===== config.mk =====
export PLATFORM = sky130hd
export DESIGN_NAME = lu_top
export DESIGN_NICKNAME = d
export VERILOG_FILES = /design/src/rtl/lu_pkg.sv /design/src/rtl/lu_stage.sv /design/src/rtl/lu_ctrl.sv /design/src/rtl/lu_datapath.sv /design/src/rtl/lu_top.sv
export SDC_FILE = /design/constraint.sdc
export NUM_CORES = 1
export LEC_CHECK = 0
export BUFFER_PORTS_ARGS = -buffer_cell sky130_fd_sc_hd__buf_2
export CORE_MARGIN = 2
export CORE_UTILIZATION = 44
export DETAILED_ROUTE_END_ITERATION = 12
export GPL_TIMING_DRIVEN = 0
export PLACE_DENSITY_LB_ADDON = 0.05
export SLEW_MARGIN = 30
export SYNTH_ARGS = -nofsm -noshare
export SYNTH_HDL_FRONTEND = slang
export SYNTH_SLANG_ARGS = --single-unit

===== constraint.sdc =====
create_clock -name vclk -period 2.1
set_input_delay 0.315 -clock vclk [all_inputs]
set_output_delay 0.315 -clock vclk [all_outputs]
set_load 0.01 [all_outputs]

===== src/rtl/lu_pkg.sv =====
package lu_pkg;

  typedef enum logic [1:0] {
    MODE_FULL    = 2'b00,
    MODE_REDUCED = 2'b01,
    MODE_MASK    = 2'b10,
    MODE_ALIAS   = 2'b11
  } lu_mode_e;

  typedef enum logic [1:0] {
    MOP_CLEAR  = 2'b00,
    MOP_SET    = 2'b01,
    MOP_FLIP   = 2'b10,
    MOP_INSERT = 2'b11
  } mask_op_e;

  localparam logic [3:0] COL_AND   = 4'd1;
  localparam logic [3:0] COL_PASSX = 4'd3;
  localparam logic [3:0] COL_XOR   = 4'd6;
  localparam logic [3:0] COL_OR    = 4'd7;
  localparam logic [3:0] COL_NOR   = 4'd8;
  localparam logic [3:0] COL_XNOR  = 4'd9;
  localparam logic [3:0] COL_NOTY  = 4'd10;
  localparam logic [3:0] COL_NOTX  = 4'd12;
  localparam logic [3:0] COL_NAND  = 4'd14;

  typedef struct packed {
    logic [3:0] firstCode;
    logic [3:0] secondCode;
    logic       useIns;
  } lu_strobe_t;

  function automatic logic [3:0] reducedColumn(input logic [2:0] sel);
    case (sel)
      3'd0:    reducedColumn = COL_AND;
      3'd1:    reducedColumn = COL_OR;
      3'd2:    reducedColumn = COL_XOR;
      3'd3:    reducedColumn = COL_NOTX;
      3'd4:    reducedColumn = COL_NAND;
      3'd5:    reducedColumn = COL_NOR;
      3'd6:    reducedColumn = COL_XNOR;
      default: reducedColumn = COL_NOTY;
    endcase
  endfunction

endpackage


===== src/rtl/lu_stage.sv =====
module lu_stage #(
  parameter int WIDTH = 16
) (
  input  logic [3:0]       code,
  input  logic [WIDTH-1:0] x,
  input  logic [WIDTH-1:0] y,
  output logic [WIDTH-1:0] out
);

  localparam logic [WIDTH-1:0] ALL_ONES = {WIDTH{1'b1}};

  for (genvar i = 0; i < WIDTH; i++) begin : g_cell
    logic [1:0] pickIdx;
    assign pickIdx = {~x[i], ~y[i]};
    assign out[i]  = code[pickIdx];
  end

  always_comb begin
    if (code == 4'd0)  AST_ZERO_COLUMN: assert (out == '0) else $error("zero column");
    if (code == 4'd15) AST_ONE_COLUMN:  assert (out == ALL_ONES) else $error("one column");
    if (code == 4'd3)  AST_PASS_X:      assert (out == x) else $error("pass x");
    if (code == 4'd5)  AST_PASS_Y:      assert (out == y) else $error("pass y");
  end

endmodule


===== src/rtl/lu_ctrl.sv =====
module lu_ctrl
  import lu_pkg::*;
(
  input  logic [3:0]  funcCode,
  input  logic [1:0]  modeSel,
  output lu_strobe_t  strobe
);

  lu_mode_e modeNow;
  mask_op_e maskOp;

  assign modeNow = lu_mode_e'(modeSel);
  assign maskOp  = mask_op_e'(funcCode[1:0]);

  always_comb begin
    strobe.firstCode  = funcCode;
    strobe.secondCode = COL_PASSX;
    strobe.useIns     = 1'b0;
    case (modeNow)
      MODE_REDUCED: strobe.firstCode = reducedColumn(funcCode[2:0]);
      MODE_MASK: begin
        case (maskOp)
          MOP_CLEAR: strobe.firstCode = COL_AND;
          MOP_SET:   strobe.firstCode = COL_OR;
          MOP_FLIP:  strobe.firstCode = COL_XOR;
          default: begin
            strobe.firstCode  = COL_AND;
            strobe.secondCode = COL_OR;
            strobe.useIns     = 1'b1;
          end
        endcase
      end
      default: strobe.firstCode = funcCode;
    endcase
  end

  always_comb begin
    AST_SECOND_PASS: assert (strobe.secondCode == COL_PASSX || strobe.secondCode == COL_OR)
      else $error("second pass code");
    if (modeNow != MODE_MASK)
      AST_NO_INSERT: assert (!strobe.useIns) else $error("insert outside mask mode");
  end

endmodule


===== src/rtl/lu_datapath.sv =====
module lu_datapath
  import lu_pkg::*;
#(
  parameter int WIDTH = 16
) (
  input  lu_strobe_t       strobe,
  input  logic [WIDTH-1:0] opX,
  input  logic [WIDTH-1:0] opY,
  input  logic [WIDTH-1:0] insVal,
  output logic [WIDTH-1:0] result
);

  logic [WIDTH-1:0] firstOut;
  logic [WIDTH-1:0] secondY;

  assign secondY = strobe.useIns ? insVal : '0;

  lu_stage #(.WIDTH(WIDTH)) uFirst (
    .code (strobe.firstCode),
    .x    (opX),
    .y    (opY),
    .out  (firstOut)
  );

  lu_stage #(.WIDTH(WIDTH)) uSecond (
    .code (strobe.secondCode),
    .x    (firstOut),
    .y    (secondY),
    .out  (result)
  );

  always_comb begin
    if (!strobe.useIns)
      AST_SECOND_TRANSPARENT: assert (result == firstOut) else $error("second pass altered");
    else
      AST_INSERT_KEEPS: assert ((result & firstOut) == firstOut) else $error("insert lost bits");
  end

endmodule


===== src/rtl/lu_top.sv =====
module lu_top
  import lu_pkg::*;
#(
  parameter int WIDTH = 16
) (
  input  logic [WIDTH-1:0] opX,
  input  logic [WIDTH-1:0] opY,
  input  logic [WIDTH-1:0] insVal,
  input  logic [3:0]       funcCode,
  input  logic [1:0]       modeSel,
  output logic [WIDTH-1:0] result
);

  lu_strobe_t strobe;

  lu_ctrl uCtrl (
    .funcCode (funcCode),
    .modeSel  (modeSel),
    .strobe   (strobe)
  );

  lu_datapath #(.WIDTH(WIDTH)) uPath (
    .strobe (strobe),
    .opX    (opX),
    .opY    (opY),
    .insVal (insVal),
    .result (result)
  );

endmodule


After elaboration in Yosys (flattened, before gate mapping)
Cells that the tools add are included.
{"block": "totals", "rom_bits": 0, "word_cells": 179, "mem_bits_rw": 0, "latchBits": 0, "input_bits": 54, "register_bits": 0, "n_memories": 0}
{"block": "classes", "n_reduce_logical": 3, "n_mux": 70, "n_eq_ne": 10, "multipliers": 0, "n_lt_le_gt_ge": 32, "addsub": 0, "n_bitwise": 64, "shift": 0, "div": 0}
{"cell": "< comparator 2 x 3 -> 1 bit (second input constant)", "count": 32}
{"cell": "binary-select mux 1 bit (select 2 bit)", "count": 32}
{"cell": "NOT 1 bit", "count": 64}
{"cell": "2-to-1 mux 1 bit", "count": 32}
{"cell": "one-hot mux 4 bit (7 select lines)", "count": 1}
{"cell": "2-to-1 mux 16 bit", "count": 1}
{"cell": "equality test 3 bit (second input constant)", "count": 3}
{"cell": "one-hot mux 4 bit (2 select lines)", "count": 1}
{"cell": "equality test 3 x 2 -> 1 bit (second input constant)", "count": 2}
{"cell": "one-hot mux 3 bit (2 select lines)", "count": 1}
{"cell": "2-to-1 mux 5 bit", "count": 1}
{"cell": "equality test 2 x 1 -> 1 bit (second input constant)", "count": 2}
{"cell": "equality test 2 bit (second input constant)", "count": 2}
{"cell": "2-to-1 mux 4 bit", "count": 1}
{"cell": "equality test 3 x 1 -> 1 bit (second input constant)", "count": 1}
{"cell": "logical NOT 3 bit", "count": 1}
{"cell": "OR reduction 3 bit", "count": 1}
{"cell": "logical NOT 2 bit", "count": 1}

Longest topological paths before layout
{"block": "depth", "depth_word": 8, "mapped_depth": 8, "ltp_nobuf": 7}

By module
A second synthesis with hierarchy kept.
{"block": "hier_totals", "hier_cells": 98, "hier_area_um2": 1249.9}
{"mod": "lu_stage", "cells_per_inst": 20, "instances": 2, "area_per_inst_um2": 412.9}
{"mod": "lu_ctrl", "cells_per_inst": 41, "instances": 1, "area_per_inst_um2": 297.8}
{"mod": "lu_datapath", "cells_per_inst": 17, "instances": 1, "area_per_inst_um2": 126.4}

Least setup slack after synthesis
No wires, ideal clock.
{"block": "synth_path", "kind": "input-to-output", "from": "input port modeSel[0]", "to": "output port result[0]", "cell_stages": 8, "setup_slack_ps": 98, "required_ps": 1785, "arrival_time_ps": 1687, "cell_sequence": "inv_1 -> ha_1 -> nor2b_1 -> o21ai_0 -> o21ai_2 -> buf_2 -> nor2_1 -> o211ai_1"}
{"block": "synth_via", "elab_chain_cells": 7, "elab_cells_between_ends": 11, "cone_classes": "eq/ne: 2; mux: 7; bitwise: 2"}
{"item": "from (decl)", "line_no": "lu_top.sv:10", "text": "input logic [1:0] modeSel,"}
{"item": "equality test 2 bit / equality test 2 x 1 -> 1 bit (equally long branches)", "line_no": "lu_ctrl.sv:19", "text": "case (modeNow)"}
{"item": "one-hot mux 4 bit (2 select lines)", "line_no": "lu_ctrl.sv:19"}
{"item": "binary-select mux 1 bit (select 2 bit)", "line_no": "lu_stage.sv:15", "text": "assign out[i] = code[pickIdx];"}
{"item": "2-to-1 mux 1 bit (not written as such)", "line_no": "lu_stage.sv:15"}
{"item": "NOT 1 bit", "line_no": "lu_stage.sv:14", "text": "assign pickIdx = {~x[i], ~y[i]};"}
{"item": "binary-select mux 1 bit (select 2 bit) (*)", "line_no": "lu_stage.sv:15"}
{"item": "2-to-1 mux 1 bit (not written as such) (*)", "line_no": "lu_stage.sv:15"}
{"item": "to (decl)", "line_no": "lu_top.sv:11", "text": "output logic [WIDTH-1:0] result"}
Mark *: on every way between the ends. The rest lies on a longest branch, timed or not. The select of a mux whose other input is x is not followed.

Worst setup path after layout
{"block": "layout_path", "from": "input port funcCode[0]", "to": "output port result[10]"}
{"block": "layout_via", "elab_chain_cells": 8, "elab_cells_between_ends": 23, "cone_classes": "eq/ne: 8; mux: 10; bitwise: 2; reduce/logical: 3"}
{"item": "from (decl)", "line_no": "lu_top.sv:9", "text": "input logic [3:0] funcCode,"}
{"item": "equality test 3 bit, or another cell as far along", "line_no": "lu_pkg.sv:34", "text": "case (sel)"}
{"item": "one-hot mux 4 bit (7 select lines), or another cell as far along", "line_no": "lu_pkg.sv:34"}
{"item": "one-hot mux 4 bit (2 select lines) / 2-to-1 mux 4 bit (equally long branches)", "line_no": "lu_ctrl.sv:19, lu_ctrl.sv:22"}
{"item": "binary-select mux 1 bit (select 2 bit) / 2-to-1 mux 5 bit (equally long branches)", "line_no": "lu_stage.sv:15, lu_ctrl.sv:19"}
{"item": "2-to-1 mux 1 bit (not written as such) / 2-to-1 mux 16 bit (equally long branches)", "line_no": "lu_stage.sv:15, lu_datapath.sv:16"}
{"item": "NOT 1 bit", "line_no": "lu_stage.sv:14"}
{"item": "binary-select mux 1 bit (select 2 bit) (*)", "line_no": "lu_stage.sv:15"}
{"item": "2-to-1 mux 1 bit (not written as such) (*)", "line_no": "lu_stage.sv:15"}
Marks and branches as above.

==> flow_metrics.tcl <==
set metrics [dict create \
    synth_nets 216 \
    crit_required_ns 1.78 \
    yosys_warnings 0 \
    tightest_slew_ns 0.281 \
    cp-start-kind "input pin" \
    drive_above_1_share 0.609 \
    final_nets 297 \
    seq_area_um2 0 \
    pre_cts_ws_ns -0.342 \
    p_int_w 0.000253 \
    critical_path_arrival_ns 1.77 \
    p_leak_nw 0.798 \
    critPathCapture "result[10]" \
    relSlewSlack 0.812 \
    hp-class "input pin to primary output" \
    stdcell_count 261 \
    die_w_um 51.5 \
    synth_largest_area_cell "nor2_1" \
    power.total_w 0.000521 \
    startpoint "funcCode[0]" \
    dp.cells 252 \
    vias 1470 \
    comb_power_share 1.000 \
    layout_setup_ws_ns 0.0104 \
    grt.total_usage 0.245 \
    status "completed" \
    fillerInstances 146 \
    synth_cell_types 25 \
    antenna_found_initial 0 \
    dr.pass1.iters 4 \
    synth_area_per_cell_um2 6.45 \
    p_seq_frac 0 \
    fmax_mhz 479 \
    finalSetupViolCount 0 \
    drv_slew 0 \
    hold_depth 4 \
    min_period_over_period 0.995 \
    grt_max_degree 11 \
    routed_wirelength_um 3810 \
    hp-start "insVal[11]" \
    yosysSeqAreaShare 0 \
    drc 0 \
    fin_area_um2 1810 \
    multi_input_area_um2 1120 \
    clkbuf_count 0 \
    viasPerCell 5.63 \
    p_sw_w 0.000268 \
    fin_setup_tns_ns 0 \
    ioPinCount 70 \
    synthTopCellsByArea "nor2_1, a22oi_2, nand3b_1, o211ai_1, ha_1" \
    critPathMaxFanout 5 \
    post-route-min-period_ns 2.09 \
    powerDensity_nw_per_um2 288 \
    place_area_um2 1380 \
    design.core.area_um2 2170 \
    antenna_left 0 \
    grt_pass1_wl_um 5250 \
    synth_top_area_share 0.128 \
    ir_drop_mv 0.180 \
    post_drt_wl_per_cell_um 14.6 \
    diodes 0 \
    dp_hpwl_um 2400 \
    drtIter0Drc 33 \
    syn_area_um2 993 \
    cts-hold-fix-buffers 0 \
    die_area_um2 2650 \
    gp_congestion 0.845 \
    p_clk_frac 0 \
    endpoint_kind "primary output" \
    drv_cap 0 \
    syn_to_final_growth_pct 81.9 \
    core.rowCount 17 \
    grt_pass1_vias 1316 \
    switching_share 0.514 \
    hold_violations 0 \
    rsz0062_at_grt "yes" \
    grt-ovfl-total 0 \
    nFlopsAndLatches 0 \
    die_h_um 51.5 \
    synth_cells 154 \
    portBuffers 70 \
    initial_core_util 0.458 \
    crit_type "input pin to primary output" \
]
==> per-layer routing <==
| layer | routed length [um] | share of wire | up-vias | global-route usage |
|---|---|---|---|---|
| met5 | 0 | 0 | - | 0 |
| met3 | 222 | 0.058 | 6 | 0.0115 |
| met1 | 1510 | 0.39 | 688 | 0.275 |
| met4 | 46 | 0.012 | 0 | 0.0175 |
| met2 | 2040 | 0.53 | 53 | 0.515 |
| li1 | - | - | 723 | - |
==> power by group through the flow <==
stage                     combinational [W]  sequential, W  clock [W]
after floorplan                    0.000209              0          0
after global placement             0.000343              0          0
after detailed placement           0.000356              0          0
after CTS                          0.000420              0          0
after global routing               0.000559              0          0
final                              0.000521              0          0
==> cells by family after synthesis <==
group / share of synthesized area
and+or+nand+nor: 0.315
AOI/OAI and AO/OA: 0.470
buffers and inverters: 0.115
adders and majority gates: 0.101
==> cell usage in the layout (no fill, tap or decap), types with 2 or more instances in the layout <==
cell / synthesis / layout
a22oi_2: 10 / 15
buf_12: 0 / 3
buf_2: 4 / 66
buf_4: 0 / 4
buf_6: 1 / 11
ha_1: 8 / 2
ha_2: 0 / 2
ha_4: 0 / 4
inv_1: 21 / 18
nand3b_1: 16 / 16
nor2_1: 34 / 32
o211ai_1: 16 / 16
o21ai_1: 1 / 4
o21ai_2: 3 / 16
==> how the worst min path moves through the flow <==
stage | to | slack, ns
final | result[11] | 0.97
after floorplan | result[0] | 0.80
after global placement | result[8] | 0.97
after CTS | result[11] | 0.97
after global routing | result[11] | 0.99
after detailed placement | result[11] | 0.97
==> Yosys cell counts, drive strengths merged <==
library cell,instances
a21oi,3
a22oi,16
a2bb2oi,1
and2,1
and3b,1
buf,5
clkbuf,1
ha,8
inv,21
nand2b,1
nand3b,16
nor2,34
nor2b,1
nor3,3
nor3b,1
o211ai,16
o21ai,21
o31ai,1
o32ai,1
or2,1
or3,1
==> final cells by class <==
class	instances	share of cell area
Multi-Input combinational cell	127	0.619
Timing Repair Buffer	80	0.280
Buffer	5	0.0291
Tap cell	28	0.0194
Inverter	21	0.0519
==> per-stage QoR <==
| step | util | hold slack [ns] |
|---|---|---|
| final | 0.833 | 0.969 |
| after global placement | 0.636 | 0.965 |
| after detailed placement | 0.636 | 0.972 |
| after CTS | 0.714 | 0.972 |
| after floorplan | - | 0.804 |
| after global routing | 0.833 | 0.991 |
==> what timing repair did <==
action                                  CTS  global route
gates cloned                              1             3
setup buffers                             5             1
pin swaps                                 7            17
gates resized for setup                  29            79
endpoints found under the setup margin   16            16
==> worst max-delay path: stages <==
cell,delay (ns)
buf_12,0.10
inv_8,0.04
ha_4,0.17
or2_4,0.27
nor3_2,0.19
o21ai_2,0.15
buf_6,0.16
o21ai_2,0.12
o211ai_1,0.10
buf_2,0.15
No activity file was read; power rests on OpenSTA's default activity.
